<file path="src/rtl/dma_eot_pkg.sv">
package dma_eot_pkg;

    typedef enum logic {
        DIR_OUT = 1'b0,
        DIR_IN  = 1'b1
    } ep_dir_e;

    typedef struct packed {
        logic ext_hit;
        logic cnt_hit;
        logic shp_hit;
    } eot_cause_t;

    function automatic logic [1:0] beat_step(input logic wide);
        return wide ? 2'd2 : 2'd1;
    endfunction

    function automatic logic any_cause(input eot_cause_t c);
        return c.ext_hit | c.cnt_hit | c.shp_hit;
    endfunction

endpackage

</file>
<file path="src/rtl/dma_eot_sync.sv">
module dma_eot_sync #(
    parameter int STAGES = 2
) (
    input  logic clk,
    input  logic rst,
    input  logic pin_n,
    output logic fall
);
    logic [STAGES:0] sh;

    always_ff @(posedge clk) begin
        if (rst) sh <= '1;
        else     sh <= {sh[STAGES-1:0], pin_n};
    end

    // older stage still high, newer stage low: one-cycle falling edge
    assign fall = sh[STAGES] & ~sh[STAGES-1];
endmodule

</file>
<file path="src/rtl/dma_eot_counter.sv">
module dma_eot_counter #(
    parameter int CNT_W = 16
) (
    input  logic             clk,
    input  logic             rst,
    input  logic             load,
    input  logic [CNT_W-1:0] init,
    input  logic             beat,
    input  logic [1:0]       step,
    input  logic             enable,
    output logic             hit
);
    logic signed [CNT_W:0] cnt;
    logic signed [CNT_W:0] step_s;
    logic signed [CNT_W:0] nxt;

    assign step_s = $signed({{(CNT_W-1){1'b0}}, step});
    assign nxt    = cnt - step_s;

    always_ff @(posedge clk) begin
        if (rst)       cnt <= '0;
        else if (load) cnt <= $signed({1'b0, init});
        else if (beat) cnt <= nxt;
    end

    assign hit = enable & beat & ~load & (nxt <= 0);
endmodule

</file>
<file path="src/rtl/dma_eot_action.sv">
module dma_eot_action
    import dma_eot_pkg::*;
#(
    parameter int NBUF  = 2,
    parameter int LVL_W = 11,
    localparam int SEL_W = (NBUF > 1) ? $clog2(NBUF) : 1
) (
    input  logic             clk,
    input  logic             rst,
    input  logic             dma_en,
    input  eot_cause_t       cause,
    input  ep_dir_e          dir,
    input  logic [SEL_W-1:0] sel,
    input  logic [LVL_W-1:0] level,
    input  logic             beat,
    input  logic [1:0]       step,
    output logic             active,
    output logic             stop,
    output logic [NBUF-1:0]  flush,
    output logic [NBUF-1:0]  commit
);
    logic             done;
    logic             fire;
    logic [LVL_W-1:0] step_l;
    logic [LVL_W-1:0] left;
    logic [NBUF-1:0]  sel_oh;

    assign active = dma_en & ~done;
    assign fire   = active & any_cause(cause);
    assign step_l = {{(LVL_W-2){1'b0}}, step};
    assign left   = !beat ? level : ((level > step_l) ? level - step_l : '0);

    for (genvar b = 0; b < NBUF; b++) begin : g_sel
        assign sel_oh[b] = (sel == SEL_W'(b));
    end

    always_ff @(posedge clk) begin
        if (rst) begin
            done   <= 1'b0;
            stop   <= 1'b0;
            flush  <= '0;
            commit <= '0;
        end else begin
            stop   <= fire;
            flush  <= (fire && dir == DIR_OUT && left != '0) ? sel_oh : '0;
            commit <= (fire && dir == DIR_IN) ? sel_oh : '0;
            if (!dma_en)   done <= 1'b0;
            else if (fire) done <= 1'b1;
        end
    end
endmodule

</file>
<file path="src/rtl/dma_eot_term.sv">
module dma_eot_term
    import dma_eot_pkg::*;
#(
    parameter int CNT_W = 16,
    parameter int LVL_W = 11,
    parameter int NBUF  = 2,
    parameter int SYNC  = 2,
    localparam int SEL_W = (NBUF > 1) ? $clog2(NBUF) : 1
) (
    input  logic             clk,
    input  logic             rst,
    input  logic             dma_en,
    input  logic             width16,
    input  logic             cnt_en,
    input  logic             cnt_load,
    input  logic [CNT_W-1:0] cnt_init,
    input  logic             short_en,
    input  logic             dir_in,
    input  logic             eot_n,
    input  logic             dma_strobe,
    input  logic             dma_ack,
    input  logic [LVL_W-1:0] fifo_level,
    input  logic             pkt_short,
    input  logic [SEL_W-1:0] buf_sel,
    output logic             dma_active,
    output logic             dma_stop,
    output logic [NBUF-1:0]  flush_out,
    output logic [NBUF-1:0]  commit_in
);
    eot_cause_t       cause;
    ep_dir_e          dir;
    logic             beat;
    logic             pin_fall;
    logic [1:0]       step;
    logic [LVL_W-1:0] step_l;

    assign dir    = dir_in ? DIR_IN : DIR_OUT;
    assign step   = beat_step(width16);
    assign step_l = {{(LVL_W-2){1'b0}}, step};
    assign beat   = dma_strobe & dma_ack & dma_active;

    dma_eot_sync #(.STAGES(SYNC)) u_sync (
        .clk   (clk),
        .rst   (rst),
        .pin_n (eot_n),
        .fall  (pin_fall)
    );

    dma_eot_counter #(.CNT_W(CNT_W)) u_cnt (
        .clk    (clk),
        .rst    (rst),
        .load   (cnt_load),
        .init   (cnt_init),
        .beat   (beat),
        .step   (step),
        .enable (cnt_en),
        .hit    (cause.cnt_hit)
    );

    assign cause.ext_hit = pin_fall;
    assign cause.shp_hit = short_en & (dir == DIR_OUT) & pkt_short & beat
                         & (fifo_level <= step_l);

    dma_eot_action #(.NBUF(NBUF), .LVL_W(LVL_W)) u_act (
        .clk    (clk),
        .rst    (rst),
        .dma_en (dma_en),
        .cause  (cause),
        .dir    (dir),
        .sel    (buf_sel),
        .level  (fifo_level),
        .beat   (beat),
        .step   (step),
        .active (dma_active),
        .stop   (dma_stop),
        .flush  (flush_out),
        .commit (commit_in)
    );
endmodule

</file>
<file path="config.mk">
export PLATFORM = sky130hd
export DESIGN_NAME = dma_eot_term
export DESIGN_NICKNAME = d
export VERILOG_FILES = /design/src/rtl/dma_eot_pkg.sv /design/src/rtl/dma_eot_sync.sv /design/src/rtl/dma_eot_counter.sv /design/src/rtl/dma_eot_action.sv /design/src/rtl/dma_eot_term.sv
export SDC_FILE = /design/constraint.sdc
export NUM_CORES = 1
export LEC_CHECK = 0
export ABC_AREA = 0
export BUFFER_PORTS_ARGS = -buffer_cell sky130_fd_sc_hd__buf_4
export CAP_MARGIN = 20
export CORE_AREA = 3 3 78 65
export CTS_CLUSTER_DIAMETER = 100
export CTS_CLUSTER_SIZE = 20
export DETAILED_ROUTE_END_ITERATION = 10
export DIE_AREA = 0 0 81 68
export PLACE_DENSITY_LB_ADDON = 0.15
export SYNTH_ARGS = -nofsm -noshare
export SYNTH_HDL_FRONTEND = slang
export SYNTH_HIERARCHICAL = 1
export SYNTH_SLANG_ARGS = --single-unit
</file>
<file path="constraint.sdc">
create_clock -name clk -period 4.96 [get_ports clk]
set_clock_uncertainty 0.1 [all_clocks]
set_input_delay 0.992 -clock clk [delete_from_list [all_inputs] [get_ports clk]]
set_output_delay 0.992 -clock clk [all_outputs]
set_load 0.02 [all_outputs]
</file>
==> impl_metrics.ini <==
[layout]
diodes = 0
fillers = 441
areaGrowthSynthToFinish_pct = 26.08
final_common_cell = buf_4
stdcell_area_um2 = 2160
drive_above_1_share_pct = 25.71
layout_common_cells = buf_4 (45), dfxtp_1 (26), nor2_1 (21)
final_nets = 295

[floorplan]
initial_core_util_pct = 40.24
die_h_um = 68
die-area_um2 = 5508
core_um2 = 4257
die_w_um = 81
io_pins = 46
rows = 21

[critical_path]
start_kind = primary input
crit_family = simple AND/OR/NAND/NOR gates
cp_num_cells = 13
critical_path_class = in -> reg
crit_chain = buf_4, inv_1, ha_1, fa_1, nor4b_1, nand3b_1, xnor2_1, nand4b_1, o31ai_1, nor3_2, nor4_1, o21ai_2, a211oi_1
endpoint = u_act/flush[0]
cp_slowest_cell = nor4b_1
worst-path-buf-inv = 2
reg2reg_depth = 12
cpPeakStageDelay_ns = 0.73
reg2reg_slack_ns = 1.79
r2r-start = u_cnt/cnt[0]
required_ns = 5.05
critPathMaxFanout = 5
cp-end-kind = flop
rr_endpoint = u_act/flush[0]
crit_start = width16
cp.arrival_ns = 3.93

[synth]
ys_seq_area_share_pct = 30.39
syn_inst = 203
yosys_warnings = 6
ys_ff_latch = 26
synth_nets = 252
syn-cell-area_um2 = 1713
avgSynthCellArea_um2 = 8.438
yosysUniqueCellTypes = 47

[global_routing]
grt_util_all_layers_pct = 14.89
overflow = 0
grt_max_degree = 22
antenna_found_initial = 0
grt_pass1_wl_mm = 6.396
grt_pass1_vias = 1357

[place]
portBuffers = 45
gp_congestion = 0.7774
hpwl_mm = 3.143
placedInstanceArea_um2 = 2088
place_ws_ns = 0.9038

[clock_tree]
clock_latency_ns = 0.27
cts_max_level = 1
cts_tree = built
cts.sinks = 26
cts_hold_buffers = 0
cts_made_buffers = 3
cts_setup_buffers = 0
cts_resized = 0
path_clk_slew_ns = 0.09
clock_path_buffers = 2
cts_root_buffer = clkbuf_8

[drt]
vias = 1574
drc_errors = 0
drt_iter0_markers = 77
ant_nets = 0
viasPerCell = 5.212
wl_per_cell_um = 13.31
drt_wl_total_mm = 4.021
dr.pass1.iters = 4

[sta]
worst_pin_slew_ns = 0.8698
period_share_pct = 77.50
fmax_mhz = 260.1
setup_viol_count_final = 0
maxSlewViolCount = 0
rsz0062_at_grt = false
min_period_ns = 3.844
fin_ws_ns = 1.116
fin_setup_tns_ns = 0
relSlewSlack_pct = 41.20
hold_viol_final = 0

[pwr]
peakVddDrop_mv = 0.1200
p_leak_nw = 0.8569
power.density_nw_per_um2 = 241.6

[worst_hold_path]
hp-class = reg -> reg

[flow_run]
cap_violations = 0

[outcome]
status = complete, no violations
-- state kept, by name, summed over array words and instances (netlist names) --
| name | count |
|---|---|
| u_act/stop | 1 |
| u_act/commit | 2 |
| u_act/done | 1 |
| u_act/flush | 2 |
| u_sync/sh | 3 |
| u_cnt/cnt | 17 |
-- routing by layer --
layer  share of wire [%]  track usage, %  vias to the layer above  wire length (um)
met1                  53           22.91                      715              2149
met2                  41           21.21                       44              1633
met5                   0               0                        -                 0
met4                0.42           2.532                        0                17
li1                    -               -                      813                 -
met3                 5.5           3.158                        2               221
-- synth_stat cells, drive strengths merged --
master    n  area share [%]
a2111oi   1            0.51
a211oi   10             4.4
a21boi    1            0.44
a21o      1            0.44
a21oi    12             3.7
a2bb2oi   1            0.51
a311oi    1            0.51
a31oi     1            0.37
and2b     1            0.51
and3      1            0.37
and3b     1            0.51
and4b     1            0.58
buf       1            0.66
clkbuf    6             1.3
clkinv    1            0.22
dfxtp    26              30
fa        2             2.3
ha        7             5.1
inv      12             2.6
nand2    19             4.2
nand2b    3             1.1
nand3     2            0.58
nand3b    1            0.44
nand4     1            0.37
nand4b    3             1.5
nor2     21             4.6
nor2b     3             1.1
nor3      8             2.9
nor4     11             5.3
nor4b     6             3.8
o21ai     4             1.4
o31a      1            0.51
o31ai     2            0.88
or2       3             1.1
or3       3             1.4
or4       5             2.8
or4b      1            0.80
xnor2    12             6.1
xor2      7             3.6
-- power breakdown --
part           leakage, nW  switching (W)  internal, W
registers            0.214      0.0000132     0.000219
logic                0.607      0.0000578    0.0000567
clock network       0.0357      0.0000671     0.000108
total                0.857       0.000138     0.000384
-- stage by stage --
step                      instances  total power [W]  hold WS, ns  util [%]
after floorplan                 203        0.0003048       0.2832         -
after global placement          298        0.0003497       0.2897     49.06
after detailed placement        298        0.0003501       0.2995     49.06
after CTS                       302        0.0005258       0.3180     50.73
after global routing            302        0.0005472       0.3219     50.73
final                           302        0.0005217       0.3140     50.73
-- worst min-delay path by stage --
stage                              end    startpoint  slack (ns)  cells after the start
after floorplan           u_sync/sh[1]  u_sync/sh[0]        0.28                      1
after global placement    u_sync/sh[1]  u_sync/sh[0]        0.29                      1
after detailed placement  u_sync/sh[1]  u_sync/sh[0]        0.30                      1
after CTS                 u_sync/sh[1]  u_sync/sh[0]        0.32                      1
after global routing      u_sync/sh[1]  u_sync/sh[0]        0.32                      1
final                     u_sync/sh[1]  u_sync/sh[0]        0.31                      1
-- kinds of logic (layout without fill, tap and decap cells) --
group | Yosys count | count (layout) | share of synthesized area (%)
flops | 26 | 26 | 30.39
xor+xnor | 19 | 19 | 9.715
buf+inv | 20 | 62 | 4.821
simple gates | 94 | 94 | 33.97
fa+ha+maj | 9 | 9 | 7.451
compound gates | 35 | 35 | 13.66
-- layout make-up --
class                   instances  area (um2)  share of cell area, %
clock buffers                   3       41.29                  1.912
clock inverters                 1       30.03                  1.390
inverters                      13       48.80                  2.260
multi-input cells             157        1110                  51.39
flip-flops and latches         26       520.5                  24.10
well taps                      57       71.32                  3.302
repair buffers                 45       337.8                  15.64
-- worst reg2reg max path, delay by kind of cell, from the launching register on --
family / cells / cell delay [ns]
xor gates and xnor gates: 1 / 0.15
AOI/OAI and AO/OA: 3 / 0.60
DFF: 1 / 0.32
and+or+nand+nor: 5 / 1.48
buffers and inverters: 1 / 0.05
adders and majority gates: 2 / 0.40
(Power assumes the default switching activity.)
